`src/rtl/stby_pkg.sv`:
```
package stby_pkg;
  typedef enum logic [1:0] {
    ST_RUN    = 2'd0,
    ST_STBY   = 2'd1,
    ST_SETTLE = 2'd2
  } stbyState_e;

  typedef struct packed {
    logic clrCnt;
    logic runCnt;
  } ctlStrobe_t;
endpackage

```
`src/rtl/stby_dp.sv`:
```
module stby_dp
  import stby_pkg::*;
#(
  parameter int IRQ_N = 8,
  parameter int CNT_W = 8,
  parameter int PRE_W = 12
) (
  input  logic               clk,
  input  logic               porN,
  input  logic               mrst,
  input  logic               regWrEn,
  input  logic [1:0]         regWrData,
  output logic [1:0]         regRdData,
  input  logic               nmiPin,
  input  logic               nmiRiseSel,
  input  logic [IRQ_N-1:0]   irqPins,
  input  logic [2*IRQ_N-1:0] irqSense,
  input  logic [2:0]         settleSel,
  input  ctlStrobe_t         strobe,
  output logic               wakeHit,
  output logic               settleDone,
  output logic               stbyArm
);
  localparam int SH_W = $clog2(PRE_W + 1);

  // control register: write lands in a pending stage, commits one edge later
  logic [1:0] pendReg, commitReg;
  logic       pendValid;

  always_ff @(posedge clk or negedge porN) begin
    if (!porN) begin
      pendReg   <= '0;
      pendValid <= 1'b0;
      commitReg <= '0;
    end else if (mrst) begin
      pendReg   <= '0;
      pendValid <= 1'b0;
      commitReg <= '0;
    end else begin
      pendValid <= regWrEn;
      if (regWrEn) pendReg <= regWrData;
      if (pendValid) commitReg <= pendReg;
    end
  end

  assign regRdData = commitReg;
  assign stbyArm   = commitReg[1] & ~commitReg[0];

  // edge detection
  logic             nmiPrev;
  logic [IRQ_N-1:0] irqPrev;
  logic [IRQ_N-1:0] irqHit;
  logic             nmiEdge;

  always_ff @(posedge clk or negedge porN) begin
    if (!porN) begin
      nmiPrev <= 1'b0;
      irqPrev <= '0;
    end else begin
      nmiPrev <= nmiPin;
      irqPrev <= irqPins;
    end
  end

  assign nmiEdge = nmiRiseSel ? (nmiPin & ~nmiPrev) : (~nmiPin & nmiPrev);

  for (genvar i = 0; i < IRQ_N; i++) begin : g_irq
    logic rise, fall;
    assign rise      = irqPins[i] & ~irqPrev[i];
    assign fall      = ~irqPins[i] & irqPrev[i];
    assign irqHit[i] = (irqSense[2*i+1] & rise) | (irqSense[2*i] & fall);
  end

  assign wakeHit = nmiEdge | (|irqHit);

  // settling prescaler and counter
  function automatic logic [PRE_W-1:0] preLimit(input logic [2:0] sel);
    logic [SH_W-1:0] sh;
    case (sel)
      3'd0:    sh = SH_W'(0);
      3'd1:    sh = SH_W'(2);
      3'd2:    sh = SH_W'(4);
      3'd3:    sh = SH_W'(5);
      3'd4:    sh = SH_W'(6);
      3'd5:    sh = SH_W'(8);
      3'd6:    sh = SH_W'(10);
      default: sh = SH_W'(12);
    endcase
    return (PRE_W'(1) << sh) - PRE_W'(1);
  endfunction

  logic [PRE_W-1:0] preCnt;
  logic [CNT_W-1:0] settleCnt;
  logic             preTick;

  assign preTick = (preCnt == preLimit(settleSel));

  always_ff @(posedge clk or negedge porN) begin
    if (!porN) begin
      preCnt    <= '0;
      settleCnt <= '0;
    end else if (strobe.clrCnt) begin
      preCnt    <= '0;
      settleCnt <= '0;
    end else if (strobe.runCnt) begin
      preCnt <= preTick ? '0 : preCnt + PRE_W'(1);
      if (preTick) settleCnt <= settleCnt + CNT_W'(1);
    end
  end

  assign settleDone = strobe.runCnt & preTick & (&settleCnt);

  p_cnt_start_r6: assert property (@(posedge clk) disable iff (!porN)
    $past(strobe.clrCnt) |-> (settleCnt == '0 && preCnt == '0));

  p_reset_clear_r8: assert property (@(posedge clk) disable iff (!porN)
    $past(mrst) |-> (regRdData == 2'b00));
endmodule

```
`src/rtl/stby_ctl.sv`:
```
module stby_ctl
  import stby_pkg::*;
(
  input  logic       clk,
  input  logic       porN,
  input  logic       mrst,
  input  logic       sleepStrobe,
  input  logic       stbyArm,
  input  logic       wakeHit,
  input  logic       settleDone,
  input  logic [1:0] clkMode,
  output ctlStrobe_t strobe,
  output logic       cpuClkEn,
  output logic       periClkEn,
  output logic       extClkEn,
  output logic       oscEn,
  output logic       settleClkEn,
  output logic       inStandby
);
  stbyState_e state, stateNext;

  always_comb begin
    stateNext = state;
    case (state)
      ST_RUN:    if (sleepStrobe && stbyArm) stateNext = ST_STBY;
      ST_STBY:   if (wakeHit) stateNext = ST_SETTLE;
      ST_SETTLE: if (settleDone) stateNext = ST_RUN;
      default:   stateNext = ST_RUN;
    endcase
  end

  always_ff @(posedge clk or negedge porN) begin
    if (!porN)     state <= ST_RUN;
    else if (mrst) state <= ST_RUN;
    else           state <= stateNext;
  end

  assign strobe.clrCnt = (state == ST_STBY) && wakeHit;
  assign strobe.runCnt = (state == ST_SETTLE);

  logic extHalts;
  assign extHalts    = (clkMode == 2'd0) || (clkMode == 2'd2);
  assign cpuClkEn    = (state == ST_RUN);
  assign periClkEn   = (state == ST_RUN);
  assign oscEn       = (state != ST_STBY);
  assign settleClkEn = (state == ST_SETTLE);
  assign inStandby   = (state == ST_STBY);
  assign extClkEn    = (state == ST_RUN) || !extHalts;

  p_entry_qual_r1: assert property (@(posedge clk) disable iff (!porN || mrst)
    (state == ST_RUN && !(sleepStrobe && stbyArm)) |=> (state == ST_RUN));

  p_stby_hold_r5: assert property (@(posedge clk) disable iff (!porN || mrst)
    (state == ST_STBY && !wakeHit) |=> (state == ST_STBY));

  p_no_skip_settle_r6: assert property (@(posedge clk) disable iff (!porN || mrst)
    (state == ST_STBY) |=> (state != ST_RUN));

  p_settle_hold_r6: assert property (@(posedge clk) disable iff (!porN || mrst)
    (state == ST_SETTLE && !settleDone) |=> (state == ST_SETTLE));

  p_gate_order_r2: assert property (@(posedge clk) disable iff (!porN)
    cpuClkEn |-> (oscEn && periClkEn && !settleClkEn));
endmodule

```
`src/rtl/standby_ctrl.sv`:
```
module standby_ctrl
  import stby_pkg::*;
(
  input  logic        clk,
  input  logic        porN,
  input  logic        mresetN,
  input  logic        sleepStrobe,
  input  logic        regWrEn,
  input  logic [1:0]  regWrData,
  output logic [1:0]  regRdData,
  input  logic [1:0]  clkMode,
  input  logic [2:0]  settleSel,
  input  logic        nmiPin,
  input  logic        nmiRiseSel,
  input  logic [7:0]  irqPins,
  input  logic [15:0] irqSense,
  output logic        cpuClkEn,
  output logic        periClkEn,
  output logic        extClkEn,
  output logic        oscEn,
  output logic        settleClkEn,
  output logic        inStandby
);
  ctlStrobe_t strobe;
  logic wakeHit, settleDone, stbyArm, mrst;

  assign mrst = ~mresetN;

  stby_dp #(.IRQ_N(8), .CNT_W(8), .PRE_W(12)) u_dp (
    .clk(clk), .porN(porN), .mrst(mrst),
    .regWrEn(regWrEn), .regWrData(regWrData), .regRdData(regRdData),
    .nmiPin(nmiPin), .nmiRiseSel(nmiRiseSel),
    .irqPins(irqPins), .irqSense(irqSense), .settleSel(settleSel),
    .strobe(strobe), .wakeHit(wakeHit), .settleDone(settleDone), .stbyArm(stbyArm)
  );

  stby_ctl u_ctl (
    .clk(clk), .porN(porN), .mrst(mrst),
    .sleepStrobe(sleepStrobe), .stbyArm(stbyArm), .wakeHit(wakeHit),
    .settleDone(settleDone), .clkMode(clkMode), .strobe(strobe),
    .cpuClkEn(cpuClkEn), .periClkEn(periClkEn), .extClkEn(extClkEn),
    .oscEn(oscEn), .settleClkEn(settleClkEn), .inStandby(inStandby)
  );
endmodule

```
`config.mk`:
```
export PLATFORM = sky130hd
export DESIGN_NAME = standby_ctrl
export DESIGN_NICKNAME = d
export VERILOG_FILES = /design/src/rtl/stby_pkg.sv /design/src/rtl/stby_dp.sv /design/src/rtl/stby_ctl.sv /design/src/rtl/standby_ctrl.sv
export SDC_FILE = /design/constraint.sdc
export NUM_CORES = 1
export LEC_CHECK = 0
export BUFFER_PORTS_ARGS = -buffer_cell sky130_fd_sc_hd__buf_4
export CORE_MARGIN = 4
export CORE_UTILIZATION = 49
export CTS_CLUSTER_DIAMETER = 200
export DETAILED_ROUTE_END_ITERATION = 8
export PLACE_DENSITY = 0.85
export SLEW_MARGIN = 40
export SYNTH_ARGS = -nofsm -noshare
export SYNTH_HDL_FRONTEND = slang
export SYNTH_SLANG_ARGS = --single-unit
export TNS_END_PERCENT = 50
```
`constraint.sdc`:
```
create_clock -name clk -period 2.3 [get_ports clk]
set_clock_uncertainty 0.1 [all_clocks]
set_input_delay 0.115 -clock clk [delete_from_list [all_inputs] [get_ports clk]]
set_output_delay 0.115 -clock clk [all_outputs]
set_load 0.05 [all_outputs]
```
## After elaboration in Yosys (flattened, before gate mapping)

Index checks and enable logic that the tools add are counted.

- $add $sub $neg: 3
- Equality and inequality tests: 16
- Shift operators: 1
- Multiplexer cells: 18
- Bitwise gates (word level): 65
- Reduce and logical (&&, ||, !) cells: 14

Operator list:

| operator | number |
|---|---|
| 1-bit AND | 37 |
| 12-bit two-way mux | 3 |
| 4-bit case mux with 7 select lines | 1 |
| 8-bit two-way mux | 3 |
| 1-bit inverter | 19 |
| 2-bit two-way mux | 8 |
| 12-bit by 1-bit adder with 12-bit output (second input constant) | 1 |
| 12-bit == test | 1 |
| 1-bit by 4-bit left shift with 12-bit output (first input constant) | 1 |
| 12-bit by 2-bit subtractor with 12-bit output (second input constant) | 1 |
| 3-bit == test (second input constant) | 3 |
| 3-bit by 2-bit inequality test with 1-bit output (second input constant) | 3 |
| 1-bit OR | 9 |
| 8-bit by 1-bit adder with 8-bit output (second input constant) | 1 |
| 8-bit AND reduction | 1 |
| 8-bit OR reduction | 1 |
| 3-bit by 2-bit == test with 1-bit output (second input constant) | 2 |
| 2-bit by 1-bit inequality test with 1-bit output (second input constant) | 3 |
| 2-bit case mux with 3 select lines | 1 |
| 2-bit == test (second input constant) | 2 |
| 2-bit zero test | 2 |
| 2-bit nonzero test | 2 |
| 3-bit by 1-bit == test with 1-bit output (second input constant) | 1 |
| 3-bit zero test | 1 |
| other kinds (7) | 10 |

- Bits in registers: 36
- Input port bits: 38

## Logic depth before layout (Yosys ltp)

- Depth in word-level cells: 10
- Depth in mapped cells: 10
- Gate-level depth less buffers: 8

## Hierarchy

From an unflattened synthesis, not the netlist that was laid out.

- Cell total of the unflattened synthesis: 229
- Area total of the unflattened synthesis: 2104.5 um^2

By module, submodules not included:

| module | times used | cells each | area each (um^2) | sequential area each (um^2) |
|---|---|---|---|---|
| stby_dp | 1 | 212 | 1960.6 | 850.8 |
| stby_ctl | 1 | 16 | 140.1 | 50.0 |
| standby_ctrl | 1 | 1 | 3.8 | 0.0 |

## Worst setup path after synthesis

OpenSTA, ideal clock, no wires.

- Path kind: input port to flip-flop
- From: input settleSel[1]
- To: register u_dp.settleCnt[2]
- Setup time: 128 ps
- Arrival time: 2803 ps
- Required time: 2072 ps
- Path slack: -731 ps
- Cell stages on the path: 10
- Buffers on the path: 2
- Path through: buf_2 > or3_1 > ha_1 > buf_6 > or3b_1 > and3_1 > o311a_4 > a211oi_2 > nand4_1 > mux2_1

- Cells in the longest elaborated chain, start to end: 7
- Elaborated cells between the ends (all ways): 13
- Classes of those cells: add/sub: 1; eq/ne: 7; shift: 1; mux: 1; reduce/logical: 3

Ends and longest elaborated chain:

| what | RTL line | source |
|---|---|---|
| from (decl) | standby_ctrl.sv:12 | `input logic [2:0] settleSel,` |
| 3-bit == test (tied with other cells) | stby_dp.sv:79 | `case (sel)` |
| 4-bit case mux with 7 select lines * | stby_dp.sv:79 |  |
| 1-bit by 4-bit left shift with 12-bit output * | stby_dp.sv:89 | `return (PRE_W'(1) << sh) - PRE_W'(1);` |
| 12-bit by 2-bit subtractor with 12-bit output * | stby_dp.sv:89 |  |
| 12-bit == test * | stby_dp.sv:96 | `assign preTick = (preCnt == preLimit(settleSel));` |
| 2-bit nonzero test (no line) * | -- |  |
| 2-bit AND reduction (no line) * | -- |  |
| to (signal assigned) | stby_dp.sv:107 | `if (preTick) settleCnt <= settleCnt + CNT_W'(1);` |
| to (decl) | stby_dp.sv:93 | `logic [CNT_W-1:0] settleCnt;` |

Mark *: on every way between the ends. The rest lies on a longest branch, timed or not.
A chain may end at the register's enable or synchronous reset.

## Final worst setup path

- From: input settleSel[0]
- To: register u_dp.settleCnt[5]

Same word-level chain as after synthesis.

==> results.md <==
- Result of the run: finished with violations
- Failing checks: setup timing
- Root Buffer: clkbuf_8
- Ys async rst share: 100%
- Die ar.: 5600 µm²
- Sw Share: 27.6%
- Per-cell routed wire length: 16.0 µm
- Residual DRC: 0
- Placed Area: 2680 µm²
- Post-Route WL: 5.77 mm
- Worst slew pin tran: 0.532 ns
- Routed vias: 2081
- Die height: 74.9 µm
- Synth Area in Adders: 1.71%
- Layout cells sized above 1: 33.0%
- Fin crit period: 2.42 ns
- Ant diodes: 0
- Fmax achieved: 413 MHz
- Final RePlAce weighted congestion: 0.866
- Core Region: 4350 µm²
- TritonCTS clock tree: yes
- Largest net degree at the start of global routing: 37
- Reg clk slew, reported paths: 0.08 ns
- Vias per inst: 5.76
- Area grow syn2layout: 40.3%
- Most used DFF post-synth: dfrtp_1
- Synth warn: 0
- Place WS: -0.528 ns
- Overflow after GRT: 0
- Final instance area: 3070 µm²
- Post-Synthesis Cell Area: 2190 µm²
- Port bufs: 44
- Initial antenna violation count: 0
- RSZ-0062 raised after global routing: yes
- Mapped Cells: 232
- Vias in the first global route: 2035
- Final net count: 349
- Simple-Gate Fraction of Synth Area: 29.7%
- Rel. slew slack: 64.4%
- Largest family of logic cells by synthesized area: simple AND/OR/NAND/NOR gates
- Worst hold path type: in2reg
- CTS Buf Count: 5
- Synth cell types: 51
- Max H-tree Level: 2
- TritonRoute pass-1 iters: 5
- Combinational share of power: 21.8%
- CP Class: in2reg
- Final std cells w/o fill: 361
- Worst EP required: 2.38 ns
- Placed insts: 335
- Clock Latency Late Sink: 0.29 ns
- Internal power: 0.00117 W
- Peak supply drop: 0.000376 V
- Net Sw Power: 0.000447 W
- Worst Setup End Kind: register
- ANT nets after route: 0
- DRT iter0 DRCs: 98
- Power, Total: 0.00162 W
- Starting Density: 50.3%
- Sequential group share of total power: 43.7%
- Num Clock Sinks: 36
- Startpoint Class: input pin
- Total GRT Usage: 22.5%
- DPL Wire Length: 3.71 mm
- Slew Viols, Final: 0
- LEAKAGE: 1.40 nW
- Final hold violation count: 0
- Leading area contributor after synthesis: dfrtp_1
- Compound-Gate Fraction of Synth Area: 12.3%
- Syn_area_per_cell: 9.44 µm²
- Final Worst Setup Slack: -0.123 ns
- Post-synthesis xor/xnor area fraction: 6.00%
- EDFF count, synth: 0
- # setup viols final: 12
- CP arrival: 2.50 ns
- #FFs+latches synth: 36
- Synth area leaders: dfrtp_1 (41%), mux2i_1 (4.6%), nand3b_1 (3.8%), nor2_1 (3.6%), xnor2_1 (3.6%)
- Longest Clk Path Bufs: 2
- Max Cap Viol: 0
- First-pass GRT wire length: 9.60 mm
- Pwr dens: 527 nW/µm²
- Worst Path Max Fanout: 5
- Clock power share: 34.5%
- DIE WIDTH: 74.9 µm
- Mux cell area share after synthesis: 5.60%
- Final period util: 105%
- Synth top area share: 41.1%
- Cell Rows: 24
- Syn_nets: 273
- Sequential-to-total area share from yosys stat: 41.1%
- Num ports: 46
==> what timing repair did <==
item                       4_1_cts  5_1_grt
hold buffers                    14        0
pin swaps                       13        8
setup endpoints to repair       19       21
setup buffers                    0        3
cloned                           1        0
hold endpoints to repair        50        0
gates resized for setup         13       13
==> path summary, 6_finish.rpt <==
| kind | slack [ns] | endpoint | cells after the start | from |
|---|---|---|---|---|
| setup / recovery | -0.12 | u_dp.settleCnt[5] | 9 | settleSel[0] |
| hold reg to reg | 0.39 | u_dp.settleCnt[7] | 1 | u_dp.settleCnt[7] |
| setup reg to reg | 0.02 | u_dp.preCnt[2] | 7 | u_dp.preCnt[2] |
| min in group asynchronous | 0.21 | u_dp.pendReg[0] | 2 | porN |
| max in group asynchronous | 1.57 | u_dp.preCnt[4] | 2 | porN |
| hold / removal | 0.05 | u_dp.pendReg[0] | 3 | regWrData[0] |
==> registers in the layout, summed over array words and instances, names as in the netlist <==
name / cells
u_dp.regRdData: 2
u_dp.pendValid: 1
u_dp.preCnt: 12
u_dp.pendReg: 2
u_ctl.state: 2
u_dp.settleCnt: 8
u_dp.nmiPrev: 1
u_dp.irqPrev: 8
==> metrics by stage <==
step	util [%]	TNS, ns	hold WS, ns
after floorplan	-	0	-0.281
after global placement	61.6	-7.98	-0.0000184
after detailed placement	61.6	-8.96	0.00207
after CTS	68.9	-0.467	0.0304
after global routing	70.6	-1.58	0.0308
final	70.6	-1.13	0.0459
==> power groups by stage <==
stage / clock, W / sequential, W / combinational (W)
2_1_floorplan: 0 / 0.000711 / 0.000173
3_3_place_gp: 0 / 0.000714 / 0.000289
3_5_place_dp: 0 / 0.000718 / 0.000299
4_1_cts: 0.000565 / 0.000706 / 0.000336
5_1_grt: 0.000600 / 0.000714 / 0.000382
6_report: 0.000560 / 0.000708 / 0.000354
==> cell type report <==
cell class                 count  area (µm²)
tap                           52        65.1
multi-input combinational    180        1320
clock buffer                   5        68.8
fill                         327        1280
sequential                    36         901
clock inverter                 3        42.5
timing repair buffer          81         658
inverter                       4        15.0
==> metal layers <==
metal  wire (µm)  global-route usage (%)  vias up
met3         288                    5.21       13
met1        2380                    28.7     1017
met4         103                    9.29        0
met5           0                       0        -
li1            -                       -      986
met2        2990                    36.7       65
==> cell usage after synthesis (all sizes together), types with 2 or more instances <==
cell    instances
dfrtp          36
nor2           21
nand2          18
nand3b         11
and3           10
mux2i          10
nand3           9
nand4           9
xnor2           9
clkbuf          7
o21ai           7
nor2b           6
nor3            6
xor2            6
and3b           5
buf             5
nand2b          5
inv             4
a21oi           3
a31oi           3
and2            3
ha              3
o22ai           3
a221oi          2
mux2            2
nor3b           2
nor4            2
nor4bb          2
o31ai           2
or2             2
or3             2
or4             2
==> layout by cell type, fill, tap and decap left out, types with 2 or more instances in the layout <==
cell,n
or4_1,2
nor3_1,5
nand4_1,9
and3b_1,5
and2_1,3
and3_1,9
ha_1,2
inv_1,4
nand2b_1,5
dlygate4sd3_1,14
mux2i_1,10
clkbuf_8,5
nand3_1,9
o22ai_1,3
buf_6,4
buf_4,63
a221oi_2,2
xnor2_1,9
o21ai_0,7
nor2_1,14
or3_4,2
nand3b_1,11
nor2_2,5
nor2_4,2
xor2_1,6
nand2_1,18
dfrtp_1,36
a31oi_1,3
a21oi_1,3
nor2b_1,5
nor4bb_1,2
nor3b_1,2
==> cells by family after synthesis <==
logic type                 count (synthesis)
adders and majority gates                  3
buffers and inverters                     16
and+or+nand+nor                          116
muxes                                     12
xor gates and xnor gates                  15
AOI/OAI and AO/OA                         33
other                                      1
DFF                                       36
==> worst max-delay path, stage by stage <==
cell	delay, ns
buf_6	0.09
or3_4	0.39
ha_4	0.18
or3b_1	0.36
and3_4	0.19
o311a_4	0.32
a211o_4	0.35
or3_4	0.38
mux2i_1	0.12
Power figures use the tool's default switching activity.
